===== config.mk =====
export PLATFORM = sky130hd
export DESIGN_NAME = serial_eeprom_slave
export DESIGN_NICKNAME = d
export VERILOG_FILES = /design/src/rtl/seep_pkg.sv /design/src/rtl/seep_sync.sv /design/src/rtl/seep_array.sv /design/src/rtl/seep_ctrl.sv /design/src/rtl/serial_eeprom_slave.sv
export SDC_FILE = /design/constraint.sdc
export NUM_CORES = 2
export LEC_CHECK = 0
export ABC_AREA = 1
export ABC_CLOCK_PERIOD_IN_PS = 7200
export BUFFER_PORTS_ARGS = -buffer_cell sky130_fd_sc_hd__buf_2
export CAP_MARGIN = 20
export CORE_AREA = 2 2 341 343
export CTS_CLUSTER_SIZE = 14
export DETAILED_ROUTE_END_ITERATION = 6
export DIE_AREA = 0 0 343 345
export HOLD_SLACK_MARGIN = 0.12
export PLACE_DENSITY = 0.67
export SLEW_MARGIN = 20
export SYNTH_ARGS = -nofsm -noshare
export SYNTH_HDL_FRONTEND = slang
export SYNTH_SLANG_ARGS = --single-unit
export TNS_END_PERCENT = 20

===== constraint.sdc =====
create_clock -name clk -period 7.2 [get_ports clk]
set_clock_uncertainty 0.05 [all_clocks]
set_input_delay 1.44 -clock clk [delete_from_list [all_inputs] [get_ports clk]]
set_output_delay 1.44 -clock clk [all_outputs]
set_load 0.02 [all_outputs]

===== src/rtl/seep_pkg.sv =====
package seep_pkg;

    localparam int WORD_W = 16;
    localparam int BYTE_W = 8;

    typedef enum logic [1:0] {
        OP_EXT   = 2'b00,
        OP_WRITE = 2'b01,
        OP_READ  = 2'b10,
        OP_ERASE = 2'b11
    } opcode_e;

    typedef enum logic [1:0] {
        EX_LOCK   = 2'b00,
        EX_FILLW  = 2'b01,
        EX_CLRALL = 2'b10,
        EX_UNLOCK = 2'b11
    } ext_e;

    typedef enum logic [2:0] {
        ST_IDLE,
        ST_HEAD,
        ST_DATA,
        ST_READ,
        ST_SKIP
    } state_e;

    typedef struct packed {
        logic              go;
        logic              all;
        logic [WORD_W-1:0] data;
    } prog_req_t;

    function automatic int addr_len(input logic wide, input int aw8);
        return wide ? aw8 - 1 : aw8;
    endfunction

endpackage


===== src/rtl/seep_sync.sv =====
module seep_sync #(
    parameter int N      = 3,
    parameter int STAGES = 2
) (
    input  logic         clk,
    input  logic         rst,
    input  logic [N-1:0] async_i,
    output logic [N-1:0] level_o
);

    for (genvar g = 0; g < N; g++) begin : g_bit
        logic [STAGES-1:0] pipe;
        always_ff @(posedge clk) begin
            if (rst) pipe <= '0;
            else     pipe <= {pipe[STAGES-2:0], async_i[g]};
        end
        assign level_o[g] = pipe[STAGES-1];
    end

endmodule


===== src/rtl/seep_array.sv =====
module seep_array
    import seep_pkg::*;
#(
    parameter int AW8 = 7
) (
    input  logic              clk,
    input  logic              rst,
    input  logic              wide,
    input  logic [AW8-1:0]    rd_addr,
    input  prog_req_t         prog,
    input  logic [AW8-1:0]    prog_addr,
    output logic [WORD_W-1:0] rd_word
);

    localparam int WORDS = 2 ** (AW8 - 1);
    localparam int WI_W  = AW8 - 1;

    logic [WORD_W-1:0] mem [WORDS];
    logic [WI_W-1:0]   wr_idx;
    logic [WORD_W-1:0] wr_val, wr_mask, rw;

    always_comb begin
        if (wide) begin
            wr_idx  = prog_addr[WI_W-1:0];
            wr_val  = prog.data;
            wr_mask = '1;
        end else begin
            wr_idx  = prog_addr[AW8-1:1];
            wr_val  = {prog.data[BYTE_W-1:0], prog.data[BYTE_W-1:0]};
            if (prog.all)         wr_mask = '1;
            else if (prog_addr[0]) wr_mask = {{BYTE_W{1'b0}}, {BYTE_W{1'b1}}};
            else                   wr_mask = {{BYTE_W{1'b1}}, {BYTE_W{1'b0}}};
        end
    end

    for (genvar i = 0; i < WORDS; i++) begin : g_word
        always_ff @(posedge clk) begin
            if (rst)
                mem[i] <= '1;
            else if (prog.go && (prog.all || wr_idx == WI_W'(i)))
                mem[i] <= (mem[i] & ~wr_mask) | (wr_val & wr_mask);
        end
    end

    always_comb begin
        rw = mem[wide ? rd_addr[WI_W-1:0] : rd_addr[AW8-1:1]];
        if (wide)            rd_word = rw;
        else if (rd_addr[0]) rd_word = {{BYTE_W{1'b0}}, rw[BYTE_W-1:0]};
        else                 rd_word = {{BYTE_W{1'b0}}, rw[WORD_W-1:BYTE_W]};
    end

    // a fill of the whole array reaches the last word
    p_fill_all_r8: assert property (@(posedge clk) disable iff (rst)
        (prog.go && prog.all) |=> mem[WORDS-1] ==
            ($past(wide) ? $past(prog.data)
                         : {$past(prog.data[BYTE_W-1:0]), $past(prog.data[BYTE_W-1:0])}));

endmodule


===== src/rtl/seep_ctrl.sv =====
module seep_ctrl
    import seep_pkg::*;
#(
    parameter int AW8       = 7,
    parameter int WC_CYCLES = 64
) (
    input  logic              clk,
    input  logic              rst,
    input  logic              cs,
    input  logic              sk,
    input  logic              di,
    input  logic              org,
    input  logic [WORD_W-1:0] rd_word,
    output logic [AW8-1:0]    rd_addr,
    output prog_req_t         prog,
    output logic [AW8-1:0]    prog_addr,
    output logic              dout,
    output logic              doe
);

    localparam int HW = AW8 + 2;
    localparam int CW = $clog2(WORD_W + HW + 1);
    localparam int TW = $clog2(WC_CYCLES + 1);

    state_e            state;
    logic [HW-2:0]     head;
    logic [WORD_W-2:0] dsr;
    logic [CW-1:0]     cnt;
    logic [AW8-1:0]    addr;
    logic              wen, status, rd_mode, fill_all, dbit, sk_q, cs_q;
    logic [TW-1:0]     busy_cnt;

    logic              busy, sk_rise, cs_fall;
    logic [HW-1:0]     head_n;
    opcode_e           op;
    ext_e              ext;
    logic [AW8-1:0]    field, next_addr;
    logic [CW-1:0]     hlast, wlast;
    logic [WORD_W-1:0] data_n;
    logic [3:0]        bit_idx;

    always_comb begin
        busy    = busy_cnt != '0;
        sk_rise = sk & ~sk_q;
        cs_fall = cs_q & ~cs;
        head_n  = {head, di};
        data_n  = {dsr, di};
        hlast   = CW'(addr_len(org, AW8) + 1);
        wlast   = org ? CW'(WORD_W - 1) : CW'(BYTE_W - 1);
        bit_idx = 4'(wlast - cnt);
        if (org) begin
            op        = opcode_e'(head_n[AW8:AW8-1]);
            ext       = ext_e'(head_n[AW8-2:AW8-3]);
            field     = {1'b0, head_n[AW8-2:0]};
            next_addr = {1'b0, addr[AW8-2:0] + 1'b1};
        end else begin
            op        = opcode_e'(head_n[AW8+1:AW8]);
            ext       = ext_e'(head_n[AW8-1:AW8-2]);
            field     = head_n[AW8-1:0];
            next_addr = addr + 1'b1;
        end
        rd_addr = addr;
        doe     = cs && (status || rd_mode);
        dout    = status ? !busy : dbit;
    end

    always_ff @(posedge clk) begin
        if (rst) begin
            state <= ST_IDLE;  head <= '0;     dsr <= '0;      cnt <= '0;
            addr <= '0;        wen <= 1'b0;    status <= 1'b0; rd_mode <= 1'b0;
            fill_all <= 1'b0;  dbit <= 1'b0;   busy_cnt <= '0; prog <= '0;
            prog_addr <= '0;   sk_q <= 1'b0;   cs_q <= 1'b0;
        end else begin
            sk_q    <= sk;
            cs_q    <= cs;
            prog.go <= 1'b0;
            if (busy) busy_cnt <= busy_cnt - 1'b1;
            if (!cs) begin
                state   <= ST_IDLE;
                rd_mode <= 1'b0;
                if (cs_fall && !busy) status <= 1'b0;
            end else if (sk_rise && !busy) begin
                unique case (state)
                    ST_IDLE: if (di) begin
                        state  <= ST_HEAD;
                        cnt    <= '0;
                        status <= 1'b0;
                    end
                    ST_HEAD: begin
                        head <= head_n[HW-2:0];
                        cnt  <= cnt + 1'b1;
                        if (cnt == hlast) begin
                            cnt <= '0;
                            unique case (op)
                                OP_READ: begin
                                    addr <= field; state <= ST_READ;
                                    rd_mode <= 1'b1; dbit <= 1'b0;
                                end
                                OP_WRITE: begin
                                    addr <= field; fill_all <= 1'b0; state <= ST_DATA;
                                end
                                OP_ERASE: begin
                                    state <= ST_SKIP;
                                    if (wen) begin
                                        prog      <= '{1'b1, 1'b0, {WORD_W{1'b1}}};
                                        prog_addr <= field;
                                        busy_cnt  <= TW'(WC_CYCLES);
                                        status    <= 1'b1;
                                    end
                                end
                                default: begin
                                    unique case (ext)
                                        EX_UNLOCK: begin wen <= 1'b1; state <= ST_SKIP; end
                                        EX_LOCK:   begin wen <= 1'b0; state <= ST_SKIP; end
                                        EX_CLRALL: begin
                                            state <= ST_SKIP;
                                            if (wen) begin
                                                prog     <= '{1'b1, 1'b1, {WORD_W{1'b1}}};
                                                busy_cnt <= TW'(WC_CYCLES);
                                                status   <= 1'b1;
                                            end
                                        end
                                        default: begin fill_all <= 1'b1; state <= ST_DATA; end
                                    endcase
                                end
                            endcase
                        end
                    end
                    ST_DATA: begin
                        dsr <= data_n[WORD_W-2:0];
                        cnt <= cnt + 1'b1;
                        if (cnt == wlast) begin
                            state <= ST_SKIP;
                            if (wen) begin
                                prog      <= '{1'b1, fill_all, data_n};
                                prog_addr <= addr;
                                busy_cnt  <= TW'(WC_CYCLES);
                                status    <= 1'b1;
                            end
                        end
                    end
                    ST_READ: begin
                        dbit <= rd_word[bit_idx];
                        if (cnt == wlast) begin
                            cnt  <= '0;
                            addr <= next_addr;
                        end else begin
                            cnt <= cnt + 1'b1;
                        end
                    end
                    ST_SKIP: ;
                    default: state <= ST_IDLE;
                endcase
            end
        end
    end

    // storage is only modified while programming is unlocked
    p_lock_r6: assert property (@(posedge clk) disable iff (rst)
        prog.go |-> wen);

    // every programming request opens a full busy window
    p_prog_busy_r9: assert property (@(posedge clk) disable iff (rst)
        prog.go |-> busy_cnt == TW'(WC_CYCLES));

    // serial clock edges during the busy window leave the decoder untouched
    p_busy_ignore_r10: assert property (@(posedge clk) disable iff (rst)
        (busy && sk_rise && cs) |=> (state == $past(state) && cnt == $past(cnt)));

    // a read begins with a 0 dummy bit
    p_dummy_r3: assert property (@(posedge clk) disable iff (rst)
        $rose(rd_mode) |-> !dbit);

endmodule


===== src/rtl/serial_eeprom_slave.sv =====
module serial_eeprom_slave
    import seep_pkg::*;
#(
    parameter int ADDR_W8   = 7,
    parameter int WC_CYCLES = 64,
    parameter int SYNC_STG  = 2
) (
    input  logic clk,
    input  logic rst,
    input  logic cs_i,
    input  logic sk_i,
    input  logic di_i,
    input  logic org_i,
    output logic do_o,
    output logic do_oe_o
);

    logic [2:0]        lvl;
    logic [WORD_W-1:0] rd_word;
    logic [ADDR_W8-1:0] rd_addr, prog_addr;
    prog_req_t         prog;

    seep_sync #(.N(3), .STAGES(SYNC_STG)) u_sync (
        .clk     (clk),
        .rst     (rst),
        .async_i ({di_i, sk_i, cs_i}),
        .level_o (lvl)
    );

    seep_ctrl #(.AW8(ADDR_W8), .WC_CYCLES(WC_CYCLES)) u_ctrl (
        .clk       (clk),
        .rst       (rst),
        .cs        (lvl[0]),
        .sk        (lvl[1]),
        .di        (lvl[2]),
        .org       (org_i),
        .rd_word   (rd_word),
        .rd_addr   (rd_addr),
        .prog      (prog),
        .prog_addr (prog_addr),
        .dout      (do_o),
        .doe       (do_oe_o)
    );

    seep_array #(.AW8(ADDR_W8)) u_array (
        .clk       (clk),
        .rst       (rst),
        .wide      (org_i),
        .rd_addr   (rd_addr),
        .prog      (prog),
        .prog_addr (prog_addr),
        .rd_word   (rd_word)
    );

endmodule


==> flow_summary.json <==
{
  "status": "complete, no violations",
  "post-cts-setup-buffers": 0,
  "drt_iter0_drc": 9629,
  "slowest_delay_ps": 570,
  "crit_slowest_cell": "buf_2",
  "hpwl_mm": 107.1,
  "cp.depth": 20,
  "synthesis.instances": 6615,
  "path_clk_slew_ps": 60,
  "synth_async_sr_flop_share_pct": 0,
  "ant_nets": 0,
  "startpoint_type": "primary input",
  "synth_nets": 6634,
  "ioPinCount": 8,
  "cap_violations": 0,
  "cellLeakagePower_uw": 0.01932,
  "hold_violations": 0,
  "antenna_found_initial": 2,
  "path_buf_inv": 4,
  "synth.distinct_cells": 42,
  "setup_slack_ps": 2156,
  "slew-limit-headroom_pct": 16.70,
  "final_cells": 7817,
  "grt_use_total_pct": 32.51,
  "core_area_mm2": 0.1151,
  "start_util_pct": 50.59,
  "synthFlopType": "edfxtp_1",
  "syn_area_per_cell_um2": 8.803,
  "clk_latency_ps": 720,
  "hold_buffers": 0,
  "worstPathArrival_ps": 5570,
  "cts_root_buf": "clkbuf_16",
  "crit_path_end_kind": "register",
  "cpLargestDelayFamily": "simple AND/OR/NAND/NOR gates",
  "die_h_um": 345,
  "r2r-start": "u_ctrl.prog_addr[0]$_SDFFE_PP0P_",
  "grt_pass1_wl_mm": 299.6,
  "cts_htree_levels": 3,
  "tns_ps": 0,
  "ctsResizeCount": 0,
  "rr_worst_depth": 9,
  "rsz0062_at_grt": "false",
  "wl_per_cell_um": 25.37,
  "fp.dieArea_mm2": 0.1183,
  "yosysTopAreaCell": "edfxtp_1",
  "finalSetupViolCount": 0,
  "worst_slew_pin_slew_ps": 1250,
  "crit_fanout": 90,
  "layout_common_cells": "nand3_1, nand2_1, edfxtp_1, inv_1, o21ai_0",
  "synth_top_area_share_pct": 52.81,
  "cts_tree": "yes",
  "first_pass_iters": 7,
  "grt_max_degree": 235,
  "area_growth_pct": 7.445,
  "reg2reg_slack_ps": 2800,
  "io_buffers": 7,
  "crit_chain": "buf_2 -> inv_2 -> nand2_1 -> nand2_4 -> buf_12 -> buf_12 -> nand2_1 -> nand3_1 -> nand3_1 -> nand3_1 -> nand3_1 -> nand3_1 -> nand3_1 -> nand3_1 -> nand3_1 -> nand3_1 -> nand2_1 -> nand2_1 -> nand2_1 -> a21oi_1",
  "place_congestion": 0.9170,
  "p_per_area_mw_per_mm2": 224.4,
  "post-place-ws_ps": 1605,
  "grt_pass1_vias": 47780,
  "ys_top_cells_by_area": "edfxtp_1, nand3_1, nand2_1",
  "synth_seq_cells": 1107,
  "syn_area_mm2": 0.05823,
  "slew_violations": 0,
  "wirelength_mm": 198.3,
  "rows": 125,
  "fmax_mhz": 198.2,
  "ys_seq_area_share_pct": 55.66,
  "vias_per_cell": 6.678,
  "cts_sinks": 1107,
  "layout-drive-gt1-share_pct": 5.963,
  "die_w_um": 343,
  "cts_buffer_depth": 3,
  "worstPathRequired_ps": 7730,
  "via_count": 52200,
  "period_share_pct": 70.06,
  "dpl.cell_count": 7590,
  "drc": 0,
  "final_common_cell": "nand3_1",
  "worst-setup-path-type": "primary input to register",
  "grt-ovfl-total": 0,
  "synth_edf_count": 1024,
  "startpoint": "org_i",
  "fin_crit_ps": 5044,
  "crit_end": "u_ctrl.dbit$_SDFFE_PP0P_",
  "ys.warnings.count": 0,
  "reg2reg_to": "u_array.mem[21][1]$_SDFFCE_PN1P_",
  "layout.nets": 6206,
  "ir_worst_vdd_v": 0.0002177,
  "cts_inserted_buffers": 118,
  "hp-class": "register to register",
  "crit_top_cell": "nand3_1"
}
==> final cells by class <==
cell class	count	area, µm²
inverters	169	646.9
clock buffers	145	3222
flip-flops and latches	1107	32420
fillers	10450	52550
multi-input cells	4680	22640
repair buffers	111	1022
well taps	1524	1907
diodes	4	10.01
clock inverters	77	696.9
==> cell families after synthesis <==
family | Yosys count | share of synthesized area (%)
buffers and inverters | 828 | 5.933
DFF | 1107 | 55.66
adders and majority gates | 13 | 0.2793
xor gates and xnor gates | 6 | 0.09025
and+or+nand+nor | 4268 | 33.97
AOI/OAI and AO/OA | 393 | 4.068
==> Yosys cell counts (16+ instances only) <==
cell type and number:
nor2_1 142, nand2_1 1201, buf_2 217, buf_4 16, nand3_1 2886, edfxtp_1 1024, o21ai_0 159, dfxtp_1 83
clkbuf_1 405, a21oi_1 67, inv_1 161, o211ai_1 131, buf_1 19
==> sequential cells by signal, summed over array words and instances, names as in the netlist, 3 cells and up <==
register	flops
u_array.mem	1024
u_ctrl.busy_cnt	7
u_ctrl.cnt	5
u_ctrl.dsr	15
u_ctrl.head	8
u_ctrl.prog	18
u_ctrl.prog_addr	7
u_ctrl.rd_addr	7
u_ctrl.state	3
u_sync.g_bit.pipe	6
==> metal layers <==
layer	GRT usage, %	part of all wire, %	routed length, µm	up-vias
li1	-	-	-	22890
met1	47.15	39	77010	24930
met2	47.32	44	86870	3909
met3	5.383	12	24400	479
met4	15.82	5.1	10050	0
met5	0	0	0	-
==> worst min-delay path by stage <==
| stage | start | end | slack, ps | cells past startpoint |
|---|---|---|---|---|
| finish | u_sync.g_bit[0].pipe[0]$_SDFF_PP0_ | u_sync.g_bit[0].pipe[1]$_SDFF_PP0_ | 350 | 2 |
| global route | u_sync.g_bit[1].pipe[0]$_SDFF_PP0_ | u_sync.g_bit[1].pipe[1]$_SDFF_PP0_ | 370 | 2 |
| CTS | u_sync.g_bit[0].pipe[0]$_SDFF_PP0_ | u_sync.g_bit[0].pipe[1]$_SDFF_PP0_ | 350 | 2 |
| detailed placement | u_sync.g_bit[0].pipe[0]$_SDFF_PP0_ | u_sync.g_bit[0].pipe[1]$_SDFF_PP0_ | 340 | 2 |
| global placement | u_sync.g_bit[0].pipe[0]$_SDFF_PP0_ | u_sync.g_bit[0].pipe[1]$_SDFF_PP0_ | 340 | 2 |
| floorplan | u_sync.g_bit[0].pipe[0]$_SDFF_PP0_ | u_sync.g_bit[0].pipe[1]$_SDFF_PP0_ | 340 | 2 |
==> tightest hold or removal path: cells and delay by family (launching register included) <==
family	cells	cell delay (ps)
buffers and inverters	1	40
flip-flops	1	300
AND/OR/NAND/NOR	1	30
==> through the flow <==
stage	total power [µW]	util (%)	cell area, µm²	hold slack (ps)
after floorplan	7663	-	58230	338.3
after global placement	7875	50.85	58530	343.8
after detailed placement	7879	50.88	58560	342.9
after CTS	14050	54.28	62480	351.8
after global routing	14370	54.35	62560	372.0
final	14040	54.35	62570	350.5
==> power by group <==
| group | internal (µW) | switching [µW] | total (µW) |
|---|---|---|---|
| logic | 169 | 568 | 737 |
| registers | 7010 | 12.8 | 7030 |
| clock network | 3590 | 2680 | 6270 |
| total | 10800 | 3260 | 14000 |
No activity file was read; power rests on OpenSTA's default activity.
